### config.mk
export PLATFORM = sky130hd
export DESIGN_NAME = dchain_ctrl
export DESIGN_NICKNAME = d
export VERILOG_FILES = /design/src/rtl/dchain_pkg.sv /design/src/rtl/dchain_seq.sv /design/src/rtl/dchain_regs.sv /design/src/rtl/dchain_ctrl.sv
export SDC_FILE = /design/constraint.sdc
export NUM_CORES = 1
export LEC_CHECK = 0
export BUFFER_PORTS_ARGS = -buffer_cell sky130_fd_sc_hd__buf_4
export CAP_MARGIN = 30
export CORE_UTILIZATION = 50
export DETAILED_ROUTE_END_ITERATION = 16
export PLACE_DENSITY = 0.77
export SYNTH_ARGS = -nofsm -noshare
export SYNTH_HDL_FRONTEND = slang
export SYNTH_SLANG_ARGS = --single-unit
### constraint.sdc
create_clock -name clk -period 2.6 [get_ports clk]
set_input_delay 0.26 -clock clk [delete_from_list [all_inputs] [get_ports clk]]
set_output_delay 0.26 -clock clk [all_outputs]
set_load 0.1 [all_outputs]
### src/rtl/dchain_pkg.sv
package dchain_pkg;
    localparam int WORD_W = 64;

    typedef enum logic [0:0] {
        SQ_IDLE  = 1'b0,
        SQ_FETCH = 1'b1
    } sq_state_e;
endpackage

### src/rtl/dchain_seq.sv
module dchain_seq
    import dchain_pkg::*;
#(
    parameter int ADDR_MSB   = 35,
    parameter int ADDR_LSB   = 3,
    parameter int DESC_WORDS = 4
) (
    input  logic                               clk,
    input  logic                               rst_n,
    input  logic                               start_i,
    input  logic [ADDR_MSB-ADDR_LSB:0]         base_i,
    output logic                               rd_req_o,
    output logic [ADDR_MSB:0]                  rd_addr_o,
    input  logic                               rd_valid_i,
    input  logic [WORD_W-1:0]                  rd_data_i,
    output logic                               busy_o,
    output logic                               load_o,
    output logic [ADDR_MSB-ADDR_LSB:0]         next_o,
    output logic [(DESC_WORDS-1)*WORD_W-1:0]   settings_o
);
    localparam int FIELD_W = ADDR_MSB - ADDR_LSB + 1;
    localparam int AW      = ADDR_MSB + 1;
    localparam int IDX_W   = (DESC_WORDS > 1) ? $clog2(DESC_WORDS) : 1;
    localparam int LAST    = DESC_WORDS - 1;
    localparam int SET_W   = (DESC_WORDS - 1) * WORD_W;

    typedef struct packed {
        sq_state_e                           state;
        logic [IDX_W-1:0]                    idx;
        logic [FIELD_W-1:0]                  base;
        logic [DESC_WORDS-1:0][WORD_W-1:0]   words;
        logic                                load;
        logic [SET_W-1:0]                    settings;
    } seq_t;

    seq_t q, d;

    always_comb begin
        d      = q;
        d.load = 1'b0;
        case (q.state)
            SQ_IDLE: begin
                if (start_i) begin
                    d.state = SQ_FETCH;
                    d.idx   = '0;
                    d.base  = base_i;
                end
            end
            SQ_FETCH: begin
                if (rd_valid_i) begin
                    d.words[q.idx] = rd_data_i;
                    if (q.idx == IDX_W'(LAST)) begin
                        d.state = SQ_IDLE;
                        d.load  = 1'b1;
                        for (int k = 1; k < DESC_WORDS; k++) begin
                            d.settings[(k-1)*WORD_W +: WORD_W] =
                                (k == LAST) ? rd_data_i : q.words[k];
                        end
                    end else begin
                        d.idx = q.idx + 1'b1;
                    end
                end
            end
            default: d.state = SQ_IDLE;
        endcase
    end

    always_ff @(posedge clk or negedge rst_n) begin
        if (!rst_n) q <= '0;
        else        q <= d;
    end

    assign rd_req_o   = (q.state == SQ_FETCH);
    assign rd_addr_o  = {q.base + FIELD_W'(q.idx), {ADDR_LSB{1'b0}}};
    assign busy_o     = (q.state == SQ_FETCH) || q.load;
    assign load_o     = q.load;
    assign next_o     = q.words[0][ADDR_MSB:ADDR_LSB];
    assign settings_o = q.settings;

    logic unused_words;
    assign unused_words = ^q.words;

    AST_REQ_HOLD: assert property (@(posedge clk) disable iff (!rst_n)
        (rd_req_o && !rd_valid_i) |=> (rd_req_o && $stable(rd_addr_o)));

    AST_ADDR_STEP: assert property (@(posedge clk) disable iff (!rst_n)
        (rd_req_o && rd_valid_i && q.idx != IDX_W'(LAST)) |=>
            (rd_req_o && rd_addr_o == $past(rd_addr_o) + AW'(1 << ADDR_LSB)));

    AST_LOAD_SINGLE: assert property (@(posedge clk) disable iff (!rst_n)
        load_o |=> !load_o);
endmodule

### src/rtl/dchain_regs.sv
module dchain_regs
    import dchain_pkg::*;
#(
    parameter int ADDR_MSB = 35,
    parameter int ADDR_LSB = 3
) (
    input  logic                        clk,
    input  logic                        rst_n,
    input  logic                        wr_en_i,
    input  logic [WORD_W-1:0]           wr_data_i,
    input  logic                        busy_i,
    input  logic                        xfer_done_i,
    input  logic                        load_i,
    input  logic [ADDR_MSB-ADDR_LSB:0]  next_i,
    output logic                        start_o,
    output logic [ADDR_MSB-ADDR_LSB:0]  chain_o,
    output logic                        chain_en_o,
    output logic                        xfer_active_o,
    output logic [WORD_W-1:0]           rd_data_o
);
    localparam int FIELD_W = ADDR_MSB - ADDR_LSB + 1;

    typedef struct packed {
        logic [FIELD_W-1:0] chain;
        logic               en;
        logic               act;
    } reg_t;

    reg_t q, d;
    logic [FIELD_W-1:0] wr_field;
    logic               wr_ok;

    assign wr_field = wr_data_i[ADDR_MSB:ADDR_LSB];
    assign wr_ok    = wr_en_i && !busy_i;

    always_comb begin
        d       = q;
        start_o = xfer_done_i && !busy_i && q.en;
        if (xfer_done_i && !busy_i && !q.en) d.act = 1'b0;
        if (load_i) begin
            if (next_i != '0) d.chain = next_i;
            else              d.en    = 1'b0;
        end
        if (wr_ok) begin
            d.chain = wr_field;
            if (wr_field != '0) begin
                d.en  = 1'b1;
                d.act = 1'b1;
            end else begin
                d.en  = 1'b0;
            end
        end
    end

    always_ff @(posedge clk or negedge rst_n) begin
        if (!rst_n) q <= '0;
        else        q <= d;
    end

    assign chain_o       = q.chain;
    assign chain_en_o    = q.en;
    assign xfer_active_o = q.act;
    assign rd_data_o     = WORD_W'({q.chain, {ADDR_LSB{1'b0}}});

    logic unused_bits;
    assign unused_bits = ^{wr_data_i[WORD_W-1:ADDR_MSB+1], wr_data_i[ADDR_LSB-1:0]};

    AST_WRITE_ARMS: assert property (@(posedge clk) disable iff (!rst_n)
        (wr_ok && wr_field != '0) |=>
            (chain_en_o && xfer_active_o && chain_o == $past(wr_field)));

    AST_WRITE_DISARMS: assert property (@(posedge clk) disable iff (!rst_n)
        (wr_ok && wr_field == '0 && !xfer_done_i) |=>
            (!chain_en_o && xfer_active_o == $past(xfer_active_o)));

    AST_CHAIN_ADVANCE: assert property (@(posedge clk) disable iff (!rst_n)
        (load_i && next_i != '0) |=> (chain_o == $past(next_i) && chain_en_o));

    AST_CHAIN_END_HOLD: assert property (@(posedge clk) disable iff (!rst_n)
        (load_i && next_i == '0) |=>
            (chain_o == $past(chain_o) && !chain_en_o && xfer_active_o));

    AST_IDLE_STOP: assert property (@(posedge clk) disable iff (!rst_n)
        (xfer_done_i && !busy_i && !chain_en_o && !wr_en_i) |=> !xfer_active_o);

    AST_STALL_NO_WRITE: assert property (@(posedge clk) disable iff (!rst_n)
        (busy_i && !load_i) |=> $stable(chain_o));
endmodule

### src/rtl/dchain_ctrl.sv
module dchain_ctrl
    import dchain_pkg::*;
#(
    parameter int ADDR_MSB   = 35,
    parameter int ADDR_LSB   = 3,
    parameter int DESC_WORDS = 4
) (
    input  logic                              clk,
    input  logic                              rst_n,
    input  logic                              cpu_wr_en,
    input  logic [63:0]                       cpu_wr_data,
    output logic                              cpu_stall,
    output logic [63:0]                       cpu_rd_data,
    output logic                              chain_en,
    output logic                              xfer_active,
    input  logic                              xfer_done,
    output logic                              mem_rd_req,
    output logic [ADDR_MSB:0]                 mem_rd_addr,
    input  logic                              mem_rd_valid,
    input  logic [63:0]                       mem_rd_data,
    output logic                              ch_load,
    output logic [(DESC_WORDS-1)*64-1:0]      ch_settings
);
    localparam int FIELD_W = ADDR_MSB - ADDR_LSB + 1;

    logic               start_w;
    logic               busy_w;
    logic               load_w;
    logic [FIELD_W-1:0] chain_w;
    logic [FIELD_W-1:0] next_w;

    dchain_regs #(
        .ADDR_MSB (ADDR_MSB),
        .ADDR_LSB (ADDR_LSB)
    ) u_regs (
        .clk           (clk),
        .rst_n         (rst_n),
        .wr_en_i       (cpu_wr_en),
        .wr_data_i     (cpu_wr_data),
        .busy_i        (busy_w),
        .xfer_done_i   (xfer_done),
        .load_i        (load_w),
        .next_i        (next_w),
        .start_o       (start_w),
        .chain_o       (chain_w),
        .chain_en_o    (chain_en),
        .xfer_active_o (xfer_active),
        .rd_data_o     (cpu_rd_data)
    );

    dchain_seq #(
        .ADDR_MSB   (ADDR_MSB),
        .ADDR_LSB   (ADDR_LSB),
        .DESC_WORDS (DESC_WORDS)
    ) u_seq (
        .clk        (clk),
        .rst_n      (rst_n),
        .start_i    (start_w),
        .base_i     (chain_w),
        .rd_req_o   (mem_rd_req),
        .rd_addr_o  (mem_rd_addr),
        .rd_valid_i (mem_rd_valid),
        .rd_data_i  (mem_rd_data),
        .busy_o     (busy_w),
        .load_o     (load_w),
        .next_o     (next_w),
        .settings_o (ch_settings)
    );

    assign cpu_stall = busy_w;
    assign ch_load   = load_w;

    AST_STALL_COVERS_REQ: assert property (@(posedge clk) disable iff (!rst_n)
        $rose(mem_rd_req) |-> cpu_stall);

    AST_LOAD_ENDS_REQ: assert property (@(posedge clk) disable iff (!rst_n)
        ch_load |-> !mem_rd_req);
endmodule

==> results.toml <==
[yosys]
ys_types = 40
ys_seq_elements = 425
yosysWarningCount = 0
synth_most_common_cell = "nand2_1"
synth_area_leader_cell = "dfrtp_1"
ys_async_sr_fraction = 1.000
synth_edf_count = 0
synth_commonest_cells = "nand2_1, dfrtp_1, buf_4, mux2_2, clkbuf_1"
synth-main-ff-cell = "dfrtp_1"
synth_cells = 1747
syn_area_sq_mm = 0.01878
ys_seq_area_frac = 0.5663
synth_top_area_frac = 0.5663
syn_area_per_cell_sq_um = 10.75
synth_area_leaders = "dfrtp_1, nand2_1, mux2_2, buf_4, mux2_1"

[sta]
fin_skew_ns = 0.008144
setup-violations-final = 18
tightest_slew_ns = 0.8523
grt_setup_unrepaired = "true"
slew_headroom = 0.4311
slew_viol_final = 0
hold_violations = 0
min_period_over_period = 1.090
fin_crit_ns = 2.835
fmax_mhz = 352.8
fin_ws_ns = -0.2346

[clock_network]
h-tree-depth = 2
cts_tree = "built"
clkTransAtPathRegs_ns = 0.06
clock_sinks = 425
cts_buffers = 44
cts-root-buf = "clkbuf_16"
clockBufferDepth = 3
worstSkewPairLatency_ns = 0.54

[route]
routed_via_density = 5.200
vias = 13000
drt_iter0_markers = 717
first_pass_iters = 5
drc = 0
wire_per_inst_microns = 18.93
drtAntennaViolNets = 0
wirelength_microns = 47330

[layout]
fillers = 2671
ff_latch_area_sq_mm = 0.01064
multi_input_area_sq_mm = 0.006713
area_growth_pct = 25.60
final_core_util = 0.6413
drive_above_1_share = 0.3609
nets = 2140

[worst_setup_path]
critical_path_arrival_ns = 2.57
slowest_stage = "fa_2"
cp_slowest_stage_delay_ns = 0.38
reg2reg_depth = 2
crit_family = "buffers and inverters"
path_buf_inv = 4
cp.depth = 9
worstPathMaxFanout = 5
cp.required_ns = 2.34
start_kind = "register"
path_class = "reg2out"
cp_cell_sequence = "ha_2, inv_2, fa_2, buf_6, nor3_2, buf_4, and3_4, xor2_2, buf_8"
cp-end-kind = "output port"

[floorplan]
start_util = 0.5106
core_area_sq_mm = 0.03679
dieHeight_microns = 195.8
chipWidth_microns = 195.8
io_pins = 430
die_area_sq_mm = 0.03834
rows = 70

[global_routing]
grt_pass1_vias = 13470
antenna_found_initial = 1
grt_pass1_wl_microns = 73660
grt_remaining_overflow = 0
grt.total_usage = 0.2441
grt_max_degree = 86

[run]
maxCapViolCount = 0

[worst_hold_path]
whs_path_depth = 3
worstHoldPathType = "in2reg"

[placement]
dpl.hpwl_microns = 30640
globalplace.congestion = 0.8560
portBuffers = 364
pre_cts_slack_ns = 0.1249

[run_status]
outcome = "finished, violations left"
violations = "negative setup slack"
-- worst register-to-register path, stage by stage (launching register included) --
cell and delay (ns):
dfrtp_1 0.77, nand3_2 0.83, mux2_2 0.57
-- cell type report --
cell class | count | area share
antenna | 2 | 0.0002122
clock buffer | 59 | 0.05336
clock inverter | 18 | 0.01018
inverter | 9 | 0.001644
multi-input combinational | 1043 | 0.2846
sequential | 425 | 0.4512
tap | 468 | 0.02482
timing repair buffer | 477 | 0.1741
-- metal layers --
metal / vias up / GRT usage / routed length (microns)
li1: 5896 / - / -
met1: 6536 / 0.3142 / 19340
met2: 464 / 0.3973 / 22870
met3: 108 / 0.06258 / 3438
met4: 0 / 0.09462 / 1685
met5: - / 0 / 0
-- flip-flops by register name, indices dropped and copies added, names as in the netlist --
register and count:
u_seq.rd_req_o 1, u_regs.chain_o 33, u_seq.load_o 1, u_seq.next_o 33
u_regs.chain_en_o 1, u_seq.settings_o 192, u_seq.q 163, u_regs.xfer_active_o 1
-- cell families after synthesis --
family,after synthesis,share of synthesized area
xor gates and xnor gates,31,0.01446
and+or+nand+nor,667,0.1432
adders and majority gates,7,0.005063
other,1,0.0001997
AOI/OAI and AO/OA,79,0.02771
buffers and inverters,312,0.1105
DFF,425,0.5663
muxes,225,0.1327
-- stage by stage --
step                      TNS (ns)  cell area, sq um  cells  hold slack, ns
after floorplan             -2.026             19190   1780        -0.03559
after global routing        -3.713             23590   2499        0.007816
after CTS                   -2.098             23420   2491        0.001623
final                       -2.111             23590   2501         0.02385
after global placement           0             20900   2338          0.2951
after detailed placement         0             20900   2338          0.3065
-- path summary, 6_finish.rpt --
path,end,slack [ns],start
min in group asynchronous,u_seq.settings_o[120],0.31,rst_n
worst min-delay path,u_regs.chain_o[27],0.02,cpu_wr_data[30]
max in group asynchronous,u_seq.q[474],1.37,rst_n
worst max-delay path,mem_rd_addr[15],-0.23,u_seq.q[449]
worst min register to register,u_seq.settings_o[57],0.46,u_seq.q[314]
worst max register to register,u_seq.next_o[22],0.32,u_seq.rd_req_o
-- cells in the final DEF (no fill, tap or decap), drive strengths merged --
cell type / instances
nand2: 596
dfrtp: 425
buf: 406
mux2: 192
o21ai: 72
dlygate4sd3: 71
clkbuf: 59
conb: 34
mux2i: 33
xnor2: 23
nor4: 16
nand3: 14
clkinv: 12
nand4: 10
and3: 10
inv: 9
xor2: 8
bufinv: 6
ha: 6
nor2: 6
nor3: 5
a21oi: 3
diode: 2
nand2b: 2
a21o: 2
and4: 2
a22o: 2
nor3b: 1
or4: 1
or3b: 1
and2: 1
nor4bb: 1
or2: 1
fa: 1
-- repair_timing --
item | 4_1_cts | 5_1_grt
endpoints found under the setup margin | 27 | 28
hold buffers | 71 | 0
setup buffers | 5 | 8
hold endpoints to repair | 247 | 0
pin swaps | 8 | 14
resized for setup | 69 | 27
Power is not shown: default switching activity piles up to over one toggle a cycle in this logic, so the estimate is an artifact.
